[config.mk]
export PLATFORM = sky130hd
export DESIGN_NAME = sec_attr_lookup
export DESIGN_NICKNAME = d
export VERILOG_FILES = /design/src/rtl/sec_attr_pkg.sv /design/src/rtl/sat_cfg_regs.sv /design/src/rtl/sat_region_cmp.sv /design/src/rtl/sat_resolve.sv /design/src/rtl/sec_attr_lookup.sv
export SDC_FILE = /design/constraint.sdc
export NUM_CORES = 2
export LEC_CHECK = 0
export ABC_AREA = 1
export ABC_CLOCK_PERIOD_IN_PS = 2300
export CORE_MARGIN = 5
export CORE_UTILIZATION = 53
export DETAILED_ROUTE_END_ITERATION = 8
export PLACE_DENSITY = 0.74
export SYNTH_ARGS = -nofsm -noshare
export SYNTH_HDL_FRONTEND = slang
export SYNTH_SLANG_ARGS = --single-unit
[constraint.sdc]
create_clock -name clk -period 2.3 [get_ports clk]
set_input_delay 0.46 -clock clk [delete_from_list [all_inputs] [get_ports clk]]
set_output_delay 0.46 -clock clk [all_outputs]
set_load 0.02 [all_outputs]
[src/rtl/sec_attr_pkg.sv]
package sec_attr_pkg;

  localparam int CTRL_ENABLE_BIT = 0;
  localparam int CTRL_ALLNS_BIT  = 1;
  localparam int LIM_EN_BIT      = 0;
  localparam int LIM_NSC_BIT     = 1;
  localparam int GRAN_BITS       = 5;
  localparam int HI_W            = 32 - GRAN_BITS;

  // Fixed system windows that bypass the attribution table.
  function automatic logic in_fixed_exempt(input logic [31:0] a);
    logic r;
    r = 1'b0;
    if (a >= 32'hE000_E000 && a <= 32'hE000_EFFF) r = 1'b1;
    if (a >= 32'hE00F_F000 && a <= 32'hE00F_FFFF) r = 1'b1;
    if (a >= 32'hE000_0000 && a <= 32'hE000_2FFF) r = 1'b1;
    if (a >= 32'hE004_0000 && a <= 32'hE004_1FFF) r = 1'b1;
    if (a >= 32'hE002_E000 && a <= 32'hE002_EFFF) r = 1'b1;
    return r;
  endfunction

endpackage

[src/rtl/sat_cfg_regs.sv]
module sat_cfg_regs
  import sec_attr_pkg::*;
#(
  parameter int NUM_REGIONS = 8,
  parameter int SEL_W       = 5
) (
  input  logic                              clk,
  input  logic                              rst_n,
  input  logic                              wr_en,
  input  logic [SEL_W-1:0]                  wr_sel,
  input  logic [31:0]                       wr_data,
  output logic [1:0]                        ctrl_q,
  output logic [NUM_REGIONS-1:0][HI_W-1:0]  base_hi_q,
  output logic [NUM_REGIONS-1:0][HI_W-1:0]  lim_hi_q,
  output logic [NUM_REGIONS-1:0]            rgn_en_q,
  output logic [NUM_REGIONS-1:0]            rgn_nsc_q
);

  logic       ctrl_ce;
  logic [1:0] ctrl_d;

  always_comb begin
    ctrl_ce = wr_en && (wr_sel == SEL_W'(0));
    ctrl_d  = ctrl_ce ? {wr_data[CTRL_ALLNS_BIT], wr_data[CTRL_ENABLE_BIT]} : ctrl_q;
  end

  always_ff @(posedge clk or negedge rst_n) begin
    if (!rst_n) ctrl_q <= '0;
    else        ctrl_q <= ctrl_d;
  end

  for (genvar r = 0; r < NUM_REGIONS; r++) begin : g_rgn
    logic            base_ce, lim_ce;
    logic [HI_W-1:0] base_d, lim_d;
    logic            en_d, nsc_d;

    always_comb begin
      base_ce = wr_en && (wr_sel == SEL_W'(2 + 2 * r));
      lim_ce  = wr_en && (wr_sel == SEL_W'(3 + 2 * r));
      base_d  = base_ce ? wr_data[31:GRAN_BITS] : base_hi_q[r];
      lim_d   = lim_ce  ? wr_data[31:GRAN_BITS] : lim_hi_q[r];
      en_d    = lim_ce  ? wr_data[LIM_EN_BIT]   : rgn_en_q[r];
      nsc_d   = lim_ce  ? wr_data[LIM_NSC_BIT]  : rgn_nsc_q[r];
    end

    always_ff @(posedge clk or negedge rst_n) begin
      if (!rst_n) begin
        base_hi_q[r] <= '0;
        lim_hi_q[r]  <= '0;
        rgn_en_q[r]  <= 1'b0;
        rgn_nsc_q[r] <= 1'b0;
      end else begin
        base_hi_q[r] <= base_d;
        lim_hi_q[r]  <= lim_d;
        rgn_en_q[r]  <= en_d;
        rgn_nsc_q[r] <= nsc_d;
      end
    end
  end

  // a write to selector 0 lands in the control register at the next edge
  a_r1_ctrl_write: assert property (@(posedge clk) disable iff (!rst_n)
    (wr_en && wr_sel == SEL_W'(0)) |=>
      ctrl_q == {$past(wr_data[CTRL_ALLNS_BIT]), $past(wr_data[CTRL_ENABLE_BIT])});

endmodule

[src/rtl/sat_region_cmp.sv]
module sat_region_cmp
  import sec_attr_pkg::*;
#(
  parameter int PAGE_BITS = 10
) (
  input  logic [31:0]     addr,
  input  logic [HI_W-1:0] base_hi,
  input  logic [HI_W-1:0] lim_hi,
  input  logic            en,
  output logic            hit,
  output logic            partial
);

  logic [31:0] lo, hi, pg_lo, pg_hi;
  logic        overlap;

  always_comb begin
    lo      = {base_hi, {GRAN_BITS{1'b0}}};
    hi      = {lim_hi, {GRAN_BITS{1'b1}}};
    pg_lo   = {addr[31:PAGE_BITS], {PAGE_BITS{1'b0}}};
    pg_hi   = {addr[31:PAGE_BITS], {PAGE_BITS{1'b1}}};
    hit     = en && (lo <= addr) && (addr <= hi);
    overlap = (hi >= lo) && (lo <= pg_hi) && (hi >= pg_lo);
    if (!en)
      partial = 1'b0;
    else if (hit)
      partial = (lo > pg_lo) || (hi < pg_hi);
    else
      partial = overlap;
  end

endmodule

[src/rtl/sat_resolve.sv]
module sat_resolve
  import sec_attr_pkg::*;
#(
  parameter int NUM_REGIONS = 8,
  parameter int IDX_W       = 3,
  parameter int EXT_W       = 8
) (
  input  logic                   clk,
  input  logic                   rst_n,
  input  logic [31:0]            addr,
  input  logic                   is_fetch,
  input  logic                   cur_secure,
  input  logic                   ext_exempt,
  input  logic                   ext_ns,
  input  logic                   ext_nsc,
  input  logic [EXT_W-1:0]       ext_rgn,
  input  logic                   ext_rgn_vld,
  input  logic [1:0]             ctrl,
  input  logic [NUM_REGIONS-1:0] hit,
  input  logic [NUM_REGIONS-1:0] partial,
  input  logic [NUM_REGIONS-1:0] rgn_nsc,
  output logic                   ns_d,
  output logic                   nsc_d,
  output logic [IDX_W-1:0]       rgn_d,
  output logic                   rgn_vld_d,
  output logic [EXT_W-1:0]       ext_rgn_d,
  output logic                   ext_vld_d,
  output logic                   subpage_d
);

  logic             fetch_hi, exempt, any_hit, multi_hit, hit_nsc;
  logic [IDX_W-1:0] hit_idx;

  // Lowest-index hit, and whether a second hit exists.
  always_comb begin
    any_hit   = 1'b0;
    multi_hit = 1'b0;
    hit_idx   = '0;
    hit_nsc   = 1'b0;
    for (int r = 0; r < NUM_REGIONS; r++) begin
      if (hit[r]) begin
        if (any_hit) multi_hit = 1'b1;
        else begin
          hit_idx = IDX_W'(r);
          hit_nsc = rgn_nsc[r];
        end
        any_hit = 1'b1;
      end
    end
  end

  always_comb begin
    fetch_hi  = is_fetch && (addr[31:28] == 4'hF);
    exempt    = ext_exempt || in_fixed_exempt(addr);
    ns_d      = 1'b0;
    nsc_d     = 1'b0;
    rgn_d     = '0;
    rgn_vld_d = 1'b0;
    ext_rgn_d = '0;
    ext_vld_d = 1'b0;
    subpage_d = 1'b0;
    if (fetch_hi) begin
      ns_d = 1'b0;
    end else if (exempt) begin
      ns_d = !cur_secure;
    end else begin
      if (ext_rgn_vld) begin
        ext_rgn_d = ext_rgn;
        ext_vld_d = 1'b1;
      end
      if (ctrl[CTRL_ENABLE_BIT]) begin
        subpage_d = |partial;
        if (any_hit && !multi_hit) begin
          ns_d      = !hit_nsc;
          nsc_d     = hit_nsc;
          rgn_d     = hit_idx;
          rgn_vld_d = 1'b1;
        end
      end else if (ctrl[CTRL_ALLNS_BIT]) begin
        ns_d = 1'b1;
      end
      // External source may only raise the security level.
      if (!ext_ns && (ns_d || (!ext_nsc && nsc_d))) begin
        ns_d  = 1'b0;
        nsc_d = ext_nsc;
      end
    end
  end

  // several matching windows give Secure with no window number
  a_r7_multi_secure: assert property (@(posedge clk) disable iff (!rst_n)
    (ctrl[CTRL_ENABLE_BIT] && !fetch_hi && !exempt && $countones(hit) > 1) |->
      (!ns_d && !nsc_d && !rgn_vld_d && rgn_d == '0));

  // table disabled without ALLNS leaves ordinary addresses Secure
  a_r4_off_secure: assert property (@(posedge clk) disable iff (!rst_n)
    (ctrl == 2'b00 && !fetch_hi && !exempt) |->
      (!ns_d && !nsc_d && !rgn_vld_d && !subpage_d));

  // a window number is reported only with exactly one hit
  a_r6_single_hit: assert property (@(posedge clk) disable iff (!rst_n)
    rgn_vld_d |-> ($countones(hit) == 1 && hit[rgn_d]));

endmodule

[src/rtl/sec_attr_lookup.sv]
module sec_attr_lookup
  import sec_attr_pkg::*;
#(
  parameter  int NUM_REGIONS = 8,
  parameter  int PAGE_BITS   = 10,
  parameter  int EXT_W       = 8,
  localparam int SEL_W       = $clog2(2 * NUM_REGIONS + 2),
  localparam int IDX_W       = (NUM_REGIONS > 1) ? $clog2(NUM_REGIONS) : 1
) (
  input  logic             clk,
  input  logic             rst_n,
  input  logic             cfg_we,
  input  logic [SEL_W-1:0] cfg_sel,
  input  logic [31:0]      cfg_wdata,
  input  logic [31:0]      lk_addr,
  input  logic             lk_fetch,
  input  logic             lk_secure,
  input  logic             ext_exempt,
  input  logic             ext_ns,
  input  logic             ext_nsc,
  input  logic [EXT_W-1:0] ext_rgn,
  input  logic             ext_rgn_vld,
  output logic             res_ns,
  output logic             res_nsc,
  output logic [IDX_W-1:0] res_rgn,
  output logic             res_rgn_vld,
  output logic [EXT_W-1:0] res_ext_rgn,
  output logic             res_ext_rgn_vld,
  output logic             res_subpage
);

  logic [1:0]                       ctrl_q;
  logic [NUM_REGIONS-1:0][HI_W-1:0] base_hi_q, lim_hi_q;
  logic [NUM_REGIONS-1:0]           rgn_en_q, rgn_nsc_q;
  logic [NUM_REGIONS-1:0]           hit, partial;

  logic             ns_d, nsc_d, rgn_vld_d, ext_vld_d, subpage_d;
  logic [IDX_W-1:0] rgn_d;
  logic [EXT_W-1:0] ext_rgn_d;

  sat_cfg_regs #(.NUM_REGIONS(NUM_REGIONS), .SEL_W(SEL_W)) u_regs (
    .clk(clk), .rst_n(rst_n), .wr_en(cfg_we), .wr_sel(cfg_sel),
    .wr_data(cfg_wdata), .ctrl_q(ctrl_q), .base_hi_q(base_hi_q),
    .lim_hi_q(lim_hi_q), .rgn_en_q(rgn_en_q), .rgn_nsc_q(rgn_nsc_q)
  );

  for (genvar r = 0; r < NUM_REGIONS; r++) begin : g_cmp
    sat_region_cmp #(.PAGE_BITS(PAGE_BITS)) u_cmp (
      .addr(lk_addr), .base_hi(base_hi_q[r]), .lim_hi(lim_hi_q[r]),
      .en(rgn_en_q[r]), .hit(hit[r]), .partial(partial[r])
    );
  end

  sat_resolve #(.NUM_REGIONS(NUM_REGIONS), .IDX_W(IDX_W), .EXT_W(EXT_W)) u_res (
    .clk(clk), .rst_n(rst_n), .addr(lk_addr), .is_fetch(lk_fetch),
    .cur_secure(lk_secure), .ext_exempt(ext_exempt), .ext_ns(ext_ns),
    .ext_nsc(ext_nsc), .ext_rgn(ext_rgn), .ext_rgn_vld(ext_rgn_vld),
    .ctrl(ctrl_q), .hit(hit), .partial(partial), .rgn_nsc(rgn_nsc_q),
    .ns_d(ns_d), .nsc_d(nsc_d), .rgn_d(rgn_d), .rgn_vld_d(rgn_vld_d),
    .ext_rgn_d(ext_rgn_d), .ext_vld_d(ext_vld_d), .subpage_d(subpage_d)
  );

  always_ff @(posedge clk or negedge rst_n) begin
    if (!rst_n) begin
      res_ns          <= 1'b0;
      res_nsc         <= 1'b0;
      res_rgn         <= '0;
      res_rgn_vld     <= 1'b0;
      res_ext_rgn     <= '0;
      res_ext_rgn_vld <= 1'b0;
      res_subpage     <= 1'b0;
    end else begin
      res_ns          <= ns_d;
      res_nsc         <= nsc_d;
      res_rgn         <= rgn_d;
      res_rgn_vld     <= rgn_vld_d;
      res_ext_rgn     <= ext_rgn_d;
      res_ext_rgn_vld <= ext_vld_d;
      res_subpage     <= subpage_d;
    end
  end

  // top-region fetches clear every output one cycle later
  a_r2_fetch_high: assert property (@(posedge clk) disable iff (!rst_n)
    (lk_fetch && lk_addr[31:28] == 4'hF) |=>
      (!res_ns && !res_nsc && !res_rgn_vld && res_rgn == '0 &&
       !res_ext_rgn_vld && !res_subpage));

  // exempt addresses follow the current security state only
  a_r3_exempt_state: assert property (@(posedge clk) disable iff (!rst_n)
    (ext_exempt && !(lk_fetch && lk_addr[31:28] == 4'hF)) |=>
      (res_ns == !$past(lk_secure) && !res_nsc && !res_rgn_vld &&
       !res_ext_rgn_vld && !res_subpage));

  // an external Secure verdict never yields a Non-secure result
  a_r9_raise_only: assert property (@(posedge clk) disable iff (!rst_n)
    (!ext_ns && !ext_exempt && !in_fixed_exempt(lk_addr) &&
     !(lk_fetch && lk_addr[31:28] == 4'hF)) |=> !res_ns);

  // Non-secure and Non-secure-Callable are never reported together
  a_r6_class_excl: assert property (@(posedge clk) disable iff (!rst_n)
    $onehot0({res_ns, res_nsc}));

endmodule

; ---- After elaboration in Yosys (flattened, before gate mapping)
; Cells that the tools add are included.
[totals]
ff_bits = 466
latch_bits = 0
ramBits = 0
mem_bits_ro = 0
in_bits = 86
out_inout_bits = 16
elab_cells = 302
mem_count = 0
[classes]
add_sub_neg = 0
n_mul = 0
n_div = 0
n_lt_le_gt_ge = 66
eq_ne = 17
shift = 0
muxes = 104
bitwise_logic = 0
n_reduce_logical = 75
[op_table]
columns = op, count
row1 = $le A32 B32 Y1, 24
row2 = $ge A32 B32 Y1, 16
row3 = $gt A32 B32 Y1, 8
row4 = $lt A32 B32 Y1, 8
row5 = $ge A32 B32 Y1 const B, 5
row6 = $le A32 B32 Y1 const B, 5
row7 = $mux W1, 84
row8 = $logic_and A1 B1 Y1, 58
row9 = $mux W3, 17
row10 = $eq A5 B4 Y1 const B, 8
row11 = $mux W8, 3
row12 = $eq A5 B3 Y1 const B, 4
row13 = $eq A5 B2 Y1 const B, 2
row14 = $eq A5 B5 Y1 const B, 2
row15 = $logic_or A1 B1 Y1, 10
row16 = $reduce_or A8 Y1, 1
row17 = $logic_not A1 Y1, 5
row18 = $logic_not A5 Y1, 1
row19 = $eq A4 B4 Y1 const B, 1

; ---- Depth between registers and ports, before layout
[logic_depth]
ltp_word = 30
mapped_depth = 26
mapped_depth_nobuf = 26

; ---- By module
; A second synthesis with hierarchy kept.
[unflattened]
hier_cells = 5968
area_unflattened_um2 = 42343.1
[by_module_without_submodules]
columns = module, instances, cells_per_inst, area_each_um2, seq_area_each_um2
row1 = sat_region_cmp, 8, 471, 2910.3, 0.0
row2 = sat_cfg_regs, 1, 2038, 18009.8, 11260.8
row3 = sat_resolve, 1, 146, 650.6, 0.0
row4 = sec_attr_lookup, 1, 16, 400.4, 400.4

; ---- Worst setup path after synthesis
; Ideal clock, no wire load.
[synth_timing]
kind = in2reg
start = in lk_addr[31]
end = reg res_nsc
setup_ns = 0.125
t_arrival_ns = 2.622
required_ns = 2.175
path_slack_ns = -0.447
cell_stages = 24
path_cell_list = inv_1 ha_1 nand2_1 nor2_1 nand2_1 inv_1 nand2_1 o211ai_1 a21oi_1 nand2_1 nand2_1 inv_1 nor2_1 nand3_1 nand2_1 inv_1 nand2_1 nand2_1 nand2_2 nand2_1 nand2_1 nand2_1 nand2_1 a21oi_2
[synth_between]
elab_chain_len = 30
elab_cells_between_ends = 109
[synth_rtl]
columns = element, line
row1 = from (decl), sec_attr_lookup.sv:15  ; input logic [31:0] lk_addr,
row2 = $le A32 B32 Y1, sat_region_cmp.sv:22  ; hit = en && (lo <= addr) && (addr <= hi);
row3 = $logic_and A1 B1 Y1 (2 in series), sat_region_cmp.sv:22
row4 = $mux W1, sat_resolve.sv:41  ; if (hit[r]) begin
row5 = $mux W1, sat_resolve.sv:42  ; if (any_hit) multi_hit = 1'b1;
row6 = $mux W1, sat_resolve.sv:41
row7 = $mux W1, sat_resolve.sv:42
row8 = $mux W1, sat_resolve.sv:41
row9 = $mux W1, sat_resolve.sv:42
row10 = (+14 left out), --
row11 = $mux W1, sat_resolve.sv:62  ; if (fetch_hi) begin
row12 = $logic_and A1 B1 Y1, sat_resolve.sv:83  ; if (!ext_ns && (ns_d || (!ext_nsc && nsc_d))) begin
row13 = $logic_or A1 B1 Y1, sat_resolve.sv:83
row14 = $logic_and A1 B1 Y1, sat_resolve.sv:83
row15 = $mux W1, sat_resolve.sv:83
row16 = $mux W1, sat_resolve.sv:64  ; end else if (exempt) begin
row17 = $mux W1 *, sat_resolve.sv:62
row18 = via nsc_d, sec_attr_lookup.sv:37  ; logic ns_d, nsc_d, rgn_vld_d, ext_vld_d, subpage_d;
row19 = to (signal assigned), sec_attr_lookup.sv:74  ; res_nsc <= nsc_d;
row20 = to (decl), sec_attr_lookup.sv:24  ; output logic res_nsc,
; The timed path passes the listed nets; every way through them passes the cells marked *. The select of a mux whose other input is x is not followed.
; A chain may end at the register's enable or synchronous reset.

; ---- Worst setup path in the final report
[layout_timing]
start = reg u_regs.lim_hi_q[18] in the netlist's numbering
end = reg res_ns
[layout_between]
elab_chain_len = 29
elab_cells_between_ends = 56
[layout_rtl]
columns = element, line
row1 = from (decl), sat_cfg_regs.sv:14  ; output logic [NUM_REGIONS-1:0][HI_W-1:0] lim_hi_q,
row2 = "from (signal, indexed assignment)", sat_cfg_regs.sv:54  ; lim_hi_q[r] <= lim_d;
row3 = $le A32 B32 Y1 *, sat_region_cmp.sv:22
row4 = $logic_and A1 B1 Y1 *, sat_region_cmp.sv:22
row5 = $mux W1, sat_resolve.sv:41
row6 = $mux W1, sat_resolve.sv:42
row7 = $mux W1, sat_resolve.sv:41
row8 = $mux W1, sat_resolve.sv:42
row9 = $mux W1, sat_resolve.sv:41
row10 = $mux W1, sat_resolve.sv:42
row11 = (+14 left out), --
row12 = $mux W1, sat_resolve.sv:62
row13 = $logic_and A1 B1 Y1, sat_resolve.sv:83
row14 = $logic_or A1 B1 Y1, sat_resolve.sv:83
row15 = $logic_and A1 B1 Y1, sat_resolve.sv:83
row16 = $mux W1 *, sat_resolve.sv:83
row17 = $mux W1 *, sat_resolve.sv:64
row18 = $mux W1 *, sat_resolve.sv:62
row19 = via ns_d, sec_attr_lookup.sv:37
row20 = to (signal assigned), sec_attr_lookup.sv:73  ; res_ns <= ns_d;
row21 = to (decl), sec_attr_lookup.sv:23  ; output logic res_ns,
; Marks and branches as above.

==> impl_metrics.csv <==
group,metric,value,unit
run_status,outcome,"finished with violations",
run_status,violations,"setup timing",
clock_network,cts_sinks,466,
synth,synth_cell_types,59,
timing,hold_viol_final,0,
power,power.internal,0.0234,W
clock_network,cts_max_level,2,
synth,synth_seq_cells,466,
synth,synthCells,4791,
grt,grt_pass1_vias,37100,
grt,grt.overflow.total,0,
timing,worstMarginPinSlew,0.674,ns
timing,rsz0062_at_grt,"true",
critical_path,worst-setup-path-type,"reg -> reg",
timing,slew_violations,0,
clock_network,clock_latency,0.63,ns
critical_path,cp.arrival,3.59,ns
power,pwr-share-comb,45.1,%
power,p_sw_share,37.9,%
power,vdd_drop_max,0.634,mV
clock_network,path_clk_slew,0.06,ns
route,drc,0,
placement,dpl.hpwl,101,mm
synth,synth_top_area_cell,"dfrtp_1",
layout,drive_above_1_share,21.3,%
synth,yosysWarningCount,0,
clock_network,cts_buffer_depth,3,
power,p_sw,0.0143,W
placement,place.port_buffers,98,
route,vias,37900,
floorplanning,start_util,53.2,%
clock_network,root_buffer,"clkbuf_16",
floorplanning,dieArea,76900,µm²
clock_network,cts_tree,"done",
floorplanning,num_io_pins,102,
route,routed_wl,138,mm
grt,grt_pass1_wl,209,mm
layout,final_net_count,6676,
grt,grt_usage,34.5,%
route,dr.pass1.iters,6,
critical_path,cp_max_fo,5,
timing,fmax,331,MHz
power,powerDensity,753,nW/µm²
synth,synth_top_area_share,30.8,%
synth,synth_ff_type,"dfrtp_1",
layout,syn_to_final_growth,31.9,%
timing,final.setup.tns,-4.45,ns
timing,setup_violations,7,
power,power.share.clock,25.9,%
synth,synth_edf_count,0,
floorplanning,die_w,277,µm
timing,slew_headroom,54.6,%
synth,syn-mean-instance-area,7.91,µm²
floorplanning,core,71200,µm²
synth,synth.cell_area,37900,µm²
synth,syn_nets,5709,
critical_path,cp.required,2.87,ns
min_path,hp-class,"in -> reg",
power,power.leakage,26.6,nW
timing,worst_slack,-0.722,ns
layout,design_area,50000,µm²
timing,final.min_clock_period,3.02,ns
floorplanning,std_cell_rows,98,
placement,place_congestion,0.977,
layout,n_antenna_cell,0,
floorplanning,die_height,277,µm
job,drv_cap,0,
critical_path,crit_path_end_kind,"flip-flop",
route,via_per_inst,5.62,
grt,grt_start_max_net_pins,59,
route,route.antenna.remaining_nets,0,
synth,synthArstFlopShare,100,%
synth,ys_top_cells_by_area,"dfrtp_1 (31%), ha_1 (27%), nand2_1 (11%), o21ai_0 (7.2%), inv_1 (7.1%)",
placement,placed_cell_area,46900,µm²
clock_network,cts_made_buffers,56,
route,drt-initial-drc-count,3187,
power,p_seq_share,29.0,%
placement,preCtsSetupSlack,-1.63,ns
timing,clock-skew-final,0.00759,ns
route,wl_per_cell,20.4,µm
synth,ys_seq_area_share,30.8,%
layout,fillerInstances,5554,
critical_path,startpoint_type,"flip-flop",
timing,fin_crit_sh,131,%
grt,antenna_found_initial,3,
layout,post-route-util,70.2,%
per-layer routing:
metal | part of all wire (%) | track usage (%) | wire length, µm | vias to the layer above
met1 | 40 | 44.3 | 54800 | 17800
met3 | 8.3 | 5.51 | 11400 | 553
met4 | 7.9 | 21.3 | 10800 | 4
met2 | 44 | 54.9 | 60700 | 1667
li1 | - | - | - | 17900
met5 | 0.017 | 0 | 24 | -
path summary, 6_finish.rpt:
path / from / end / slack (ns) / cells after the start
min in group asynchronous: rst_n / u_regs.lim_hi_q[206]$_DFFE_PN0P_ / 0.39 / 2
min: ext_rgn[5] / res_ext_rgn[5]$_DFF_PN0_ / 0.34 / 3
max: u_regs.lim_hi_q[18]$_DFFE_PN0P_ / res_ns$_DFF_PN0_ / -0.72 / 21
min reg2reg: u_regs.rgn_nsc_q[3]$_DFFE_PN0P_ / u_regs.rgn_nsc_q[3]$_DFFE_PN0P_ / 0.49 / 2
max in group asynchronous: rst_n / u_regs.base_hi_q[198]$_DFFE_PN0P_ / 1.15 / 3
max reg2reg: u_regs.lim_hi_q[18]$_DFFE_PN0P_ / res_ns$_DFF_PN0_ / -0.72 / 21
cells by family after synthesis:
| family | share of synthesized area [%] |
|---|---|
| adders and majority gates | 27.5 |
| buffers and inverters | 8.45 |
| AOI/OAI and AO/OA | 15.3 |
| DFF | 30.8 |
| and+or+nand+nor | 18.0 |
power by group through the flow:
stage / Clock [W] / Combinational (W) / Sequential (W)
after CTS: 0.00981 / 0.0164 / 0.0109
after floorplan: 0 / 0.00816 / 0.0109
final: 0.00976 / 0.0170 / 0.0109
after global placement: 0 / 0.0154 / 0.0109
after detailed placement: 0 / 0.0160 / 0.0110
after global routing: 0.0101 / 0.0188 / 0.0111
Yosys cell counts, drive strengths merged, types with 4 or more instances:
library cell	number
dfrtp	466
o221a	4
a21oi	351
nand2	1091
a211oi	14
a21boi	4
nand3	141
o31ai	4
clkbuf	114
o21ai	549
nand4	95
ha	832
a21o	25
nor3	36
o2111ai	9
o21a	24
o221ai	11
nand3b	7
a221oi	11
o41ai	5
o21bai	7
nor2	194
o211ai	27
nor4	14
inv	729
layout by cell type (no fill, tap or decap), types with 15 or more instances in the layout:
cell type        count
a21o_1              25
a21oi_1            335
a21oi_2             15
buf_12              55
buf_4              859
clkbuf_1            15
clkbuf_16           58
clkdlybuf4s50_1     75
dfrtp_1            463
dlygate4sd2_1       18
ha_1               816
ha_4                16
inv_1              694
inv_2               28
nand2_1           1047
nand2_2             37
nand3_1            121
nand3_2             15
nand4_1             89
nor2_1             138
nor2_2              39
nor2_4              16
nor3_1              28
o211ai_1            27
o21a_1              24
o21ai_0            539
area by class of cell:
cell class	count	area [µm²]	share of cell area [%]
Clock buffer	86	1680	3.35
Clock inverter	17	293	0.586
Inverter	730	2760	5.53
Multi-Input combinational cell	3478	23700	47.4
Sequential cell	466	11700	23.3
Tap cell	950	1190	2.38
Timing Repair Buffer	1026	8710	17.4
worst max-delay path, stage by stage (launching register included):
cell     delay [ns]
dfrtp_1        0.40
ha_4           0.28
nand2_2        0.08
nor2_4         0.13
nand4_1        0.24
nor2_4         0.27
buf_6          0.13
nand4_1        0.11
nand2_2        0.12
nand3_4        0.13
buf_4          0.18
nand4_1        0.11
nand3_1        0.11
nand2_1        0.09
nand2_1        0.06
nand2_1        0.09
nand2_2        0.06
nand2_1        0.06
nand2_1        0.06
nand2_2        0.08
nand2_2        0.05
a21oi_2        0.13
sequential cells by signal (all words and copies together) (netlist names), 2 cells and up:
signal	flops
u_regs.lim_hi_q	216
u_regs.base_hi_q	216
res_ext_rgn	8
u_regs.ctrl_q	2
u_regs.rgn_nsc_q	8
res_rgn	3
u_regs.rgn_en_q	8
per-stage QoR:
| step | hold slack [ns] | std cells | total power, W |
|---|---|---|---|
| 6_report | 0.344 | 6753 | 0.0376 |
| 5_1_grt | 0.378 | 6753 | 0.0401 |
| 4_1_cts | 0.318 | 6738 | 0.0371 |
| 3_5_place_dp | 0.464 | 6610 | 0.0270 |
| 3_3_place_gp | 0.461 | 6610 | 0.0263 |
| 2_1_floorplan | 0.164 | 4791 | 0.0191 |
timing repair:
item | CTS | global route
buffers inserted | 23 | 14
pin swaps | 42 | 44
setup endpoints to repair | 16 | 16
hold buffers | 1 | 0
gates resized for setup | 136 | 79
gates cloned | 1 | 1
endpoints found under the hold margin | 27 | 0
Note: power is estimated with default switching activity, not from simulation.
